--- config.mk ---
export PLATFORM = sky130hd
export DESIGN_NAME = frame_link_reader
export DESIGN_NICKNAME = d
export VERILOG_FILES = /design/src/rtl/flr_pkg.sv /design/src/rtl/flr_trailer_det.sv /design/src/rtl/flr_ctrl.sv /design/src/rtl/flr_tx_stage.sv /design/src/rtl/frame_link_reader.sv
export SDC_FILE = /design/constraint.sdc
export NUM_CORES = 1
export LEC_CHECK = 0
export BUFFER_PORTS_ARGS = -buffer_cell sky130_fd_sc_hd__buf_2
export CORE_MARGIN = 2
export CORE_UTILIZATION = 37
export DETAILED_ROUTE_END_ITERATION = 8
export PLACE_DENSITY_LB_ADDON = 0.2
export SYNTH_ARGS = -nofsm -noshare
export SYNTH_HDL_FRONTEND = slang
export SYNTH_SLANG_ARGS = --single-unit
--- constraint.sdc ---
create_clock -name clk -period 2.1 [get_ports clk]
set_input_delay 0.42 -clock clk [delete_from_list [all_inputs] [get_ports clk]]
set_output_delay 0.42 -clock clk [all_outputs]
set_load 0.1 [all_outputs]
--- src/rtl/flr_pkg.sv ---
package flr_pkg;

  typedef enum logic [1:0] {
    ST_IDLE   = 2'd0,
    ST_STREAM = 2'd1,
    ST_DONE   = 2'd2
  } flr_state_e;

  localparam int MON_W = 8;

  function automatic logic [MON_W-1:0] mon_code(input flr_state_e s);
    case (s)
      ST_IDLE:   mon_code = 8'h01;
      ST_STREAM: mon_code = 8'h02;
      ST_DONE:   mon_code = 8'h04;
      default:   mon_code = 8'h80;
    endcase
  endfunction

endpackage

--- src/rtl/flr_trailer_det.sv ---
module flr_trailer_det #(
  parameter int          CODE_W   = 8,
  parameter logic [CODE_W-1:0] TRL_CODE = 8'h9C
) (
  input  logic              is_ctrl,
  input  logic [CODE_W-1:0] low_code,
  output logic              is_trl
);
  always_comb is_trl = is_ctrl && (low_code == TRL_CODE);
endmodule

--- src/rtl/flr_ctrl.sv ---
module flr_ctrl
  import flr_pkg::*;
#(
  parameter int CNT_W = 12
) (
  input  logic             clk,
  input  logic             rst,
  input  logic             sw_rst,
  input  logic             rx_ready,
  input  logic [CNT_W-1:0] pend_cnt,
  input  logic             fifo_valid,
  input  logic             fifo_empty,
  input  logic             word_is_trl,
  output logic             fifo_rd_en,
  output logic             accept,
  output logic             cnt_dec,
  output flr_state_e       state
);

  flr_state_e state_nx;
  logic       start_ok;
  logic       last_pop;

  always_comb begin
    start_ok   = (pend_cnt != '0) && rx_ready;
    fifo_rd_en = (state == ST_STREAM) && !fifo_empty && !sw_rst;
    accept     = fifo_rd_en && fifo_valid;
    last_pop   = accept && word_is_trl;
  end

  always_comb begin
    state_nx = state;
    case (state)
      ST_IDLE:   if (start_ok) state_nx = ST_STREAM;
      ST_STREAM: if (last_pop) state_nx = ST_DONE;
      ST_DONE:   state_nx = ST_IDLE;
      default:   state_nx = ST_IDLE;
    endcase
    if (sw_rst) state_nx = ST_IDLE;
  end

  always_ff @(posedge clk) begin
    if (rst) begin
      state   <= ST_IDLE;
      cnt_dec <= 1'b0;
    end else begin
      state   <= state_nx;
      cnt_dec <= last_pop && !sw_rst;
    end
  end

  // a zero count keeps the controller idle
  a_r3_no_start_on_zero: assert property (@(posedge clk) disable iff (rst)
    (state == ST_IDLE && pend_cnt == '0) |=> (state != ST_STREAM));

  // a low ready keeps the controller idle
  a_r4_no_start_unready: assert property (@(posedge clk) disable iff (rst)
    (state == ST_IDLE && !rx_ready) |=> (state != ST_STREAM));

  // a started frame is not abandoned before its trailer
  a_r5_no_abandon: assert property (@(posedge clk) disable iff (rst)
    (state == ST_STREAM && !sw_rst && !(accept && word_is_trl)) |=> (state == ST_STREAM));

  // the decrement request lasts one cycle
  a_r6_single_pulse: assert property (@(posedge clk) disable iff (rst)
    cnt_dec |=> !cnt_dec);

  // software reset lands in idle
  a_r7_swrst_idle: assert property (@(posedge clk) disable iff (rst)
    sw_rst |=> (state == ST_IDLE && !cnt_dec));

  // never read an empty FIFO
  a_r8_empty_guard: assert property (@(posedge clk) disable iff (rst)
    fifo_empty |-> !fifo_rd_en);

  // completion passes through idle
  a_r11_done_to_idle: assert property (@(posedge clk) disable iff (rst)
    (state == ST_DONE) |=> (state == ST_IDLE));

endmodule

--- src/rtl/flr_tx_stage.sv ---
module flr_tx_stage #(
  parameter int                DATA_W    = 32,
  parameter logic [DATA_W-1:0] IDLE_WORD = 32'h0000_00BC
) (
  input  logic              clk,
  input  logic              rst,
  input  logic              sw_rst,
  input  logic              accept,
  input  logic [DATA_W:0]   word_in,
  output logic [DATA_W-1:0] tx_word,
  output logic              tx_is_k,
  output logic              tx_valid
);

  localparam int FLAG_BIT = DATA_W;

  always_ff @(posedge clk) begin
    if (rst || sw_rst || !accept) begin
      tx_word  <= IDLE_WORD;
      tx_is_k  <= 1'b1;
      tx_valid <= 1'b0;
    end else begin
      tx_word  <= word_in[DATA_W-1:0];
      tx_is_k  <= word_in[FLAG_BIT];
      tx_valid <= 1'b1;
    end
  end

  // an idle cycle carries the idle control word
  a_r10_idle_word: assert property (@(posedge clk) disable iff (rst)
    !tx_valid |-> (tx_is_k && tx_word == IDLE_WORD));

endmodule

--- src/rtl/frame_link_reader.sv ---
module frame_link_reader
  import flr_pkg::*;
#(
  parameter int                DATA_W    = 32,
  parameter int                CNT_W     = 12,
  parameter int                CODE_W    = 8,
  parameter logic [CODE_W-1:0] TRL_CODE  = 8'h9C,
  parameter logic [DATA_W-1:0] IDLE_WORD = 32'h0000_00BC
) (
  input  logic              clk,
  input  logic              rst,
  input  logic              sw_rst,
  input  logic              rx_ready,
  input  logic [CNT_W-1:0]  pend_cnt,
  input  logic [DATA_W:0]   fifo_data,
  input  logic              fifo_valid,
  input  logic              fifo_empty,
  output logic              fifo_rd_en,
  output logic              cnt_dec,
  output logic [DATA_W-1:0] tx_word,
  output logic              tx_is_k,
  output logic              tx_valid,
  output logic [MON_W-1:0]  state_mon
);

  localparam int FLAG_BIT = DATA_W;

  flr_state_e state;
  logic       word_is_trl;
  logic       accept;

  flr_trailer_det #(.CODE_W(CODE_W), .TRL_CODE(TRL_CODE)) u_det (
    .is_ctrl  (fifo_data[FLAG_BIT]),
    .low_code (fifo_data[CODE_W-1:0]),
    .is_trl   (word_is_trl)
  );

  flr_ctrl #(.CNT_W(CNT_W)) u_ctrl (
    .clk         (clk),
    .rst         (rst),
    .sw_rst      (sw_rst),
    .rx_ready    (rx_ready),
    .pend_cnt    (pend_cnt),
    .fifo_valid  (fifo_valid),
    .fifo_empty  (fifo_empty),
    .word_is_trl (word_is_trl),
    .fifo_rd_en  (fifo_rd_en),
    .accept      (accept),
    .cnt_dec     (cnt_dec),
    .state       (state)
  );

  flr_tx_stage #(.DATA_W(DATA_W), .IDLE_WORD(IDLE_WORD)) u_tx (
    .clk      (clk),
    .rst      (rst),
    .sw_rst   (sw_rst),
    .accept   (accept),
    .word_in  (fifo_data),
    .tx_word  (tx_word),
    .tx_is_k  (tx_is_k),
    .tx_valid (tx_valid)
  );

  always_comb state_mon = mon_code(state);

  // a removed word appears on the transmit side one cycle later
  a_r2_word_forwarded: assert property (@(posedge clk) disable iff (rst)
    (fifo_rd_en && fifo_valid) |=>
      (tx_valid && tx_word == $past(fifo_data[DATA_W-1:0]) && tx_is_k == $past(fifo_data[FLAG_BIT])));

  // the decrement request sits beside the trailer word
  a_r6_dec_with_trailer: assert property (@(posedge clk) disable iff (rst)
    cnt_dec |-> (tx_valid && tx_is_k && tx_word[CODE_W-1:0] == TRL_CODE));

  // monitor reads the done code while the decrement is requested
  a_r9_done_code: assert property (@(posedge clk) disable iff (rst)
    cnt_dec |-> (state_mon == 8'h04));

endmodule

==> results of run 1 <==
layer usage:
metal  vias to the layer above  global-route usage, %  routed length, um
met5                         -                      0                  0
met4                         0                  5.844                 40
met3                         5                  6.987                291
met2                        65                  26.37               1257
met1                       433                  14.86                914
li1                        506                      -                  -
metrics by stage:
| stage | area [sq um] | worst slack [ns] |
|---|---|---|
| 2_1_floorplan | 1150 | 0.02399 |
| 3_3_place_gp | 1635 | 0.07139 |
| 4_1_cts | 1727 | 0.005088 |
| 5_1_grt | 1740 | 0.008104 |
| 3_5_place_dp | 1635 | 0.05363 |
| 6_report | 1740 | 0.06490 |
cell families after synthesis:
family / after synthesis / synth area share (%)
and+or+nand+nor: 52 / 29.41
DFF: 37 / 65.20
buffers and inverters: 8 / 4.185
AOI/OAI and AO/OA: 1 / 0.8811
other: 1 / 0.3301
layout make-up:
class,count,area share (%)
Clock inverter,1,1.725
Multi-Input combinational cell,57,20.99
Clock buffer,7,3.163
Sequential cell,37,42.85
Tap cell,33,2.372
Timing Repair Buffer,94,28.68
Inverter,1,0.2157
power by group through the flow:
stage	registers, uW	logic [uW]	clock network, uW
after global routing	708	148	547
after CTS	708	140	520
after floorplan	744	68.8	0
after global placement	723	137	0
final	706	139	497
after detailed placement	724	139	0
final timing paths:
kind,start,end,slack [ns],cells after the start
setup / recovery,u_ctrl.state[1],fifo_rd_en,0.06,4
hold / removal,fifo_data[7],u_tx.tx_word[7],0.28,2
setup reg to reg,u_ctrl.state[1],u_ctrl.state[0],0.32,3
hold reg to reg,u_ctrl.state[1],u_ctrl.state[1],0.67,3
registers in the layout, summed over array words and instances, names as in the netlist:
| name | flops |
|---|---|
| u_tx.tx_valid | 1 |
| u_ctrl.cnt_dec | 1 |
| u_tx.tx_word | 32 |
| u_tx.tx_is_k | 1 |
| u_ctrl.state | 2 |
timing repair:
action / 4_1_cts / 5_1_grt
buffers inserted: 0 / 1
setup endpoints to repair: 1 / 1
resized for setup: 4 / 2
cells in the final DEF, fill, tap and decap left out:
cell type	n
a32o_1	1
and2_1	28
and2b_1	1
buf_12	1
buf_2	89
buf_4	3
buf_6	1
bufinv_16	1
clkbuf_1	1
clkbuf_4	5
clkbuf_8	1
conb_1	4
dfxtp_1	35
dfxtp_2	1
dfxtp_4	1
inv_2	1
nand2_1	1
nand2b_1	1
nand3_1	1
nand4b_1	1
nor2_1	2
nor2b_1	2
nor2b_2	1
nor3b_1	1
nor4_1	4
or3_1	6
or4_4	1
or4b_2	1
or4b_4	1
==> reports/results.txt, run 1 <==
Status: finished, final reports clean
Post-DR vias/cell: 4.387
Die height: 59.41 um
Number of DRC markers in iteration 0: 13
Total number of H-tree levels: 2
Multi-input logic area: 365.4 sq um
Pin count of the biggest net entering global routing: 18
Clock sink count: 37
Post-Route Setup TNS: 0 ns
Diode count: 0
Total Routing Usage GR: 14.87%
Critical path fanouts, max: 8
CTS Buf Count: 5
RD Place Congestion: 0.6759
Min Clock Period, post-route: 2.035 ns
Post-synth top area share: 65.20%
Post-synth EDFFs: 0
Critical path launch point type: flip-flop
CTS tree: done
Crit-path cells: or4b_4, buf_6, inv_2, buf_12
# fillers: 280
Internal power: 1034 uW
Worst Skew: 0.01026 ns
Ports: 95
Final period utilization: 96.91%
Yosys top cell by area: dfxtp_1
Post-synthesis sequential area ratio: 65.20%
Area grow syn2layout: 53.19%
Final core occ: 58.45%
Share of post-route cells with drive strength above 1: 54.82%
Peak Freq: 491.4 MHz
Crit. End Element: output port
Synth top area cells: dfxtp_1 (65%), and2_1 (15%), or3_1 (3.3%)
Part of the power in the clock network: 37.0%
#FFs+latches synth: 37
WL per Instance: 10.89 um
Register Area: 745.7 sq um
HPWL after DPL: 2035 um
Asr flop ratio synth: 0%
Max VDD drop: 0.4001 mV
Final hold vios: 0
Main synth FF type: dfxtp_1
Endpoints failing setup: 0
Setup CP Type: reg2out
Hold slack: 0.2833 ns
NumNets Final: 247
Rows: 20
Mapped cell area: 1136 sq um
Crit path DAT: 1.62 ns
RSZ-0062 raised after global routing: false
Reg clk slew, reported paths: 0.11 ns
Grt ovf: 0
Die area: 3530 sq um
Combinational Power Share: 10.4%
Hold crit path type: in2reg
Buf+Inv Stages, Crit Path: 3
Final wirelength: 2504 um
# port buffers: 90
Post-synthesis instance total: 99
Max Cap Viol: 0
Global-route wire length before repair: 3767 um
1st-pass router iterations: 2
PD cells: 771.7 nW/um^2
Initial core utilization: 38.15%
Post-CTS Hold Fix Bufs: 0
Non-filler cells, final: 230
Max stage delay on crit path: 0.54 ns
Reg power frac: 52.6%
Max Transition Viols Final: 0
Core Area: 2978 sq um
Clk buf depth: 2
Avg Cell Area, Syn: 11.48 sq um
Vias: 1009
ANT nets after route: 0
Slowest cell on crit path: or4b_4
YS warnings: 0
Worst EP required: 1.68 ns
Commonest cells in the netlist: dfxtp_1 (37), and2_1 (28), or3_1 (6)
Largest delay contributor family on the critical path: simple AND/OR/NAND/NOR gates
Switching part of the total: 23.01%
PnR Total Power: 1343 uW
Lkg Pwr: 0.0009049 uW
Root Driver: clkbuf_4
Initial antenna violation count: 0
Skew-Pair Late Insertion Delay: 0.33 ns
Most common cell in the netlist: dfxtp_1
Residual DRC count: 0
Die W: 59.41 um
Vias in the first global route: 896
Sw power: 309.1 uW
Netlist cell types: 21
DP Cell Count: 221
(Power assumes the default switching activity.)
==> run 2, diff against run 1 <==
CORE_UTILIZATION = 40   (was 37)
SYNTH_HIERARCHICAL = 1   (was unset)
==> run 2 against run 1 <==
Non-clock buffer count shrank 1. Utilization fell by 0.52 points. Combinational power is 14% higher. Via count is 16% higher. Clock power down 7.6%. Worst setup slack improved by 0.042 ns. Flip-flop and latch count unchanged. Register-to-register slack lost 0.11 ns. Critical path type unchanged.
==> reports/results.txt, run 2 <==
Status: finished, final reports clean
Multi-input logic area: 574.3 sq um (+57%)
Clock sink count: 37 (unchanged)
Endpoints failing setup: 0 (unchanged)
Avg Cell Area, Syn: 13.04 sq um (+14%)
Total number of H-tree levels: 2 (unchanged)
Vias: 1175 (+16%)
Max Cap Viol: 0 (unchanged)
Total Routing Usage GR: 16.65% (+1.8 points)
Post-synth EDFFs: 0 (unchanged)
Crit. End Element: output port
Clk buf depth: 2 (unchanged)
Ports: 95 (unchanged)
Most flop-heavy register: u_tx/tx_word
Number of DRC markers in iteration 0: 47 (+34)
Most frequent cells in the layout: buf_2 (89), dfxtp_1 (37), and4bb_2 (24)
Post-Route Setup TNS: 0 ns (unchanged)
Slowest cell on crit path: or3b_4
Combinational Power Share: 12.0% (+1.6 points)
Vias in the first global route: 1142 (+27%)
Grt ovf: 0 (unchanged)
Max VDD drop: 0.5159 mV (+29%)
Post-CTS Hold Fix Bufs: 0 (unchanged)
Critical path launch point type: flip-flop
Area grow syn2layout: 39.82%
Root Driver: clkbuf_4
Worst EP required: 1.68 ns (about the same)
Lkg Pwr: 0.0009237 uW (+2.1%)
Netlist cell types: 25 (+19%)
Final period utilization: 94.92% (-2.0 points)
Hold crit path type: in2reg
#FFs+latches synth: 37 (unchanged)
Max stage delay on crit path: 0.45 ns (-0.09 ns)
Mapped cell area: 1383 sq um (+22%)
CTS tree: done
Asr flop ratio synth: 0% (unchanged)
# port buffers: 90 (unchanged)
Skew-Pair Late Insertion Delay: 0.33 ns (about the same)
Internal power: 1004 uW (-2.9%)
Commonest non-fill, non-tap cell in the layout: buf_2
Setup CP Type: reg2out
Reg clk slew, reported paths: 0.11 ns (about the same)
RSZ-0062 raised after global routing: false
Reg power frac: 53.3% (+0.7 points)
Die height: 62.79 um (+5.7%)
Initial core utilization: 41.43% (+3.3 points)
Post-synthesis instance total: 106 (+7.1%)
Max FFs per register: 32 (unchanged)
Commonest cells in the netlist: dfxtp_1 (37), and4bb_2 (24), or4b_1 (6)
1st-pass router iterations: 4 (+2)
Share of post-route cells with drive strength above 1: 67.35% (+13 points)
Post-CTS Resized: 0 (-4)
Switching part of the total: 24.13% (+1.1 points)
Min Clock Period, post-route: 1.993 ns (-0.04183 ns)
Final hold vios: 0 (unchanged)
Sw power: 319.5 uW (+3.4%)
# fillers: 303 (+8.2%)
Main synth FF type: dfxtp_1
Die area: 3943 sq um (+12%)
Max Transition Viols Final: 0 (unchanged)
Residual DRC count: 0 (unchanged)
Synth top area cells: dfxtp_1 (54%), and4bb_2 (22%), or4b_1 (4.3%)
WL per Instance: 13.05 um (+20%)
Die W: 62.79 um (+5.7%)
Worst Skew: 0.01041 ns (+0.0001421 ns)
Yosys top cell by area: dfxtp_1
RD Place Congestion: 0.7347 (+8.7%)
Postcts setup bufs: 0 (unchanged)
Top Registers: u_tx/tx_word (32), u_ctrl/state (2)
HPWL after DPL: 2280 um (+12%)
Slew headroom: 63.05%
Peak Freq: 501.7 MHz (+2.1%)
Core Area: 3337 sq um (+12%)
Crit path DAT: 1.57 ns (-0.05 ns)
Post-synth top area share: 53.57% (-12 points)
Most common cell in the netlist: dfxtp_1
Worst Tran Pin Value: 0.5543 ns
Initial antenna violation count: 0 (unchanged)
Pin count of the biggest net entering global routing: 39 (+21)
Non-filler cells, final: 242 (+5.2%)
CTS Buf Count: 5 (unchanged)
Diode count: 0 (unchanged)
Critical path fanouts, max: 6 (-2)
Post-synthesis sequential area ratio: 53.57% (-12 points)
PD cells: 684.8 nW/um^2 (-11%)
ANT nets after route: 0 (unchanged)
DP Cell Count: 235 (+6.3%)
Post-DR vias/cell: 4.855 (+11%)
NumNets Final: 247 (unchanged)
Global-route wire length before repair: 5043 um (+34%)
Register Area: 740.7 sq um (-0.67%)
Part of the power in the clock network: 34.7% (-2.3 points)
Final wirelength: 3159 um (+26%)
Rows: 21 (+5.0%)
YS warnings: 6 (+6)
Crit-path cells: or3b_4, nor2_2, buf_12
run 2: worst paths after layout:
path              startpoint               to  slack, ns  depth (start not counted)
min reg2reg  u_ctrl/state[1]  u_ctrl/state[0]       0.67                          2
max          u_ctrl/state[0]       fifo_rd_en       0.11                          3
max reg2reg  u_ctrl/state[0]  u_tx/tx_word[2]       0.21                          3
min             fifo_data[4]  u_tx/tx_word[4]       0.28                          2
run 2: per-stage QoR:
step	instance area (sq um)	worst slack [ns]	utilization (%)	hold WS [ns]	power (uW)
6_report	1933	0.1067	57.93	0.2809	1324
4_1_cts	1933	0.07728	57.93	0.2556	1345
5_1_grt	1933	0.03486	57.93	0.2467	1390
2_1_floorplan	1399	0.06211	-	0.4993	827.4
3_5_place_dp	1861	0.1439	55.76	0.6205	881.1
3_3_place_gp	1861	0.2176	55.76	0.6138	877.9
run 2: power groups by stage:
stage	Clock (uW)	Sequential [uW]	Combinational [uW]
finish	459	706	159
global route	515	707	169
CTS	479	706	160
detailed placement	0	722	159
global placement	0	722	156
floorplan	0	733	94.4
run 2: critical path: cells and delay by family, from the launching register on:
family	cells	cell delay [ns]
simple gates	2	0.61
flops	1	0.44
buf+inv	1	0.19
run 2: layer usage:
| metal | share of wire [%] | global-route usage (%) | up-vias |
|---|---|---|---|
| met4 | 1.1 | 6.667 | 0 |
| met1 | 40 | 17.12 | 554 |
| met3 | 7.4 | 7.928 | 4 |
| met5 | 0 | 0 | - |
| li1 | - | - | 570 |
| met2 | 51 | 29.03 | 47 |
run 2: logic make-up (layout without fill, tap and decap cells):
family | after synthesis | count (layout) | synth area share (%)
other | 1 | 4 | 0.2712
AND/OR/NAND/NOR | 54 | 54 | 39.37
buffers and inverters | 13 | 100 | 6.063
AO/OA/AOI/OAI | 1 | 1 | 0.7240
flip-flops | 37 | 37 | 53.57
run 2: layout make-up:
type                       count  area share, %
multi-input combinational     59          29.71
tap                           46          2.977
clock buffer                   5          1.942
sequential                    37          38.32
clock inverter                 2          1.812
timing repair buffer          93          25.24
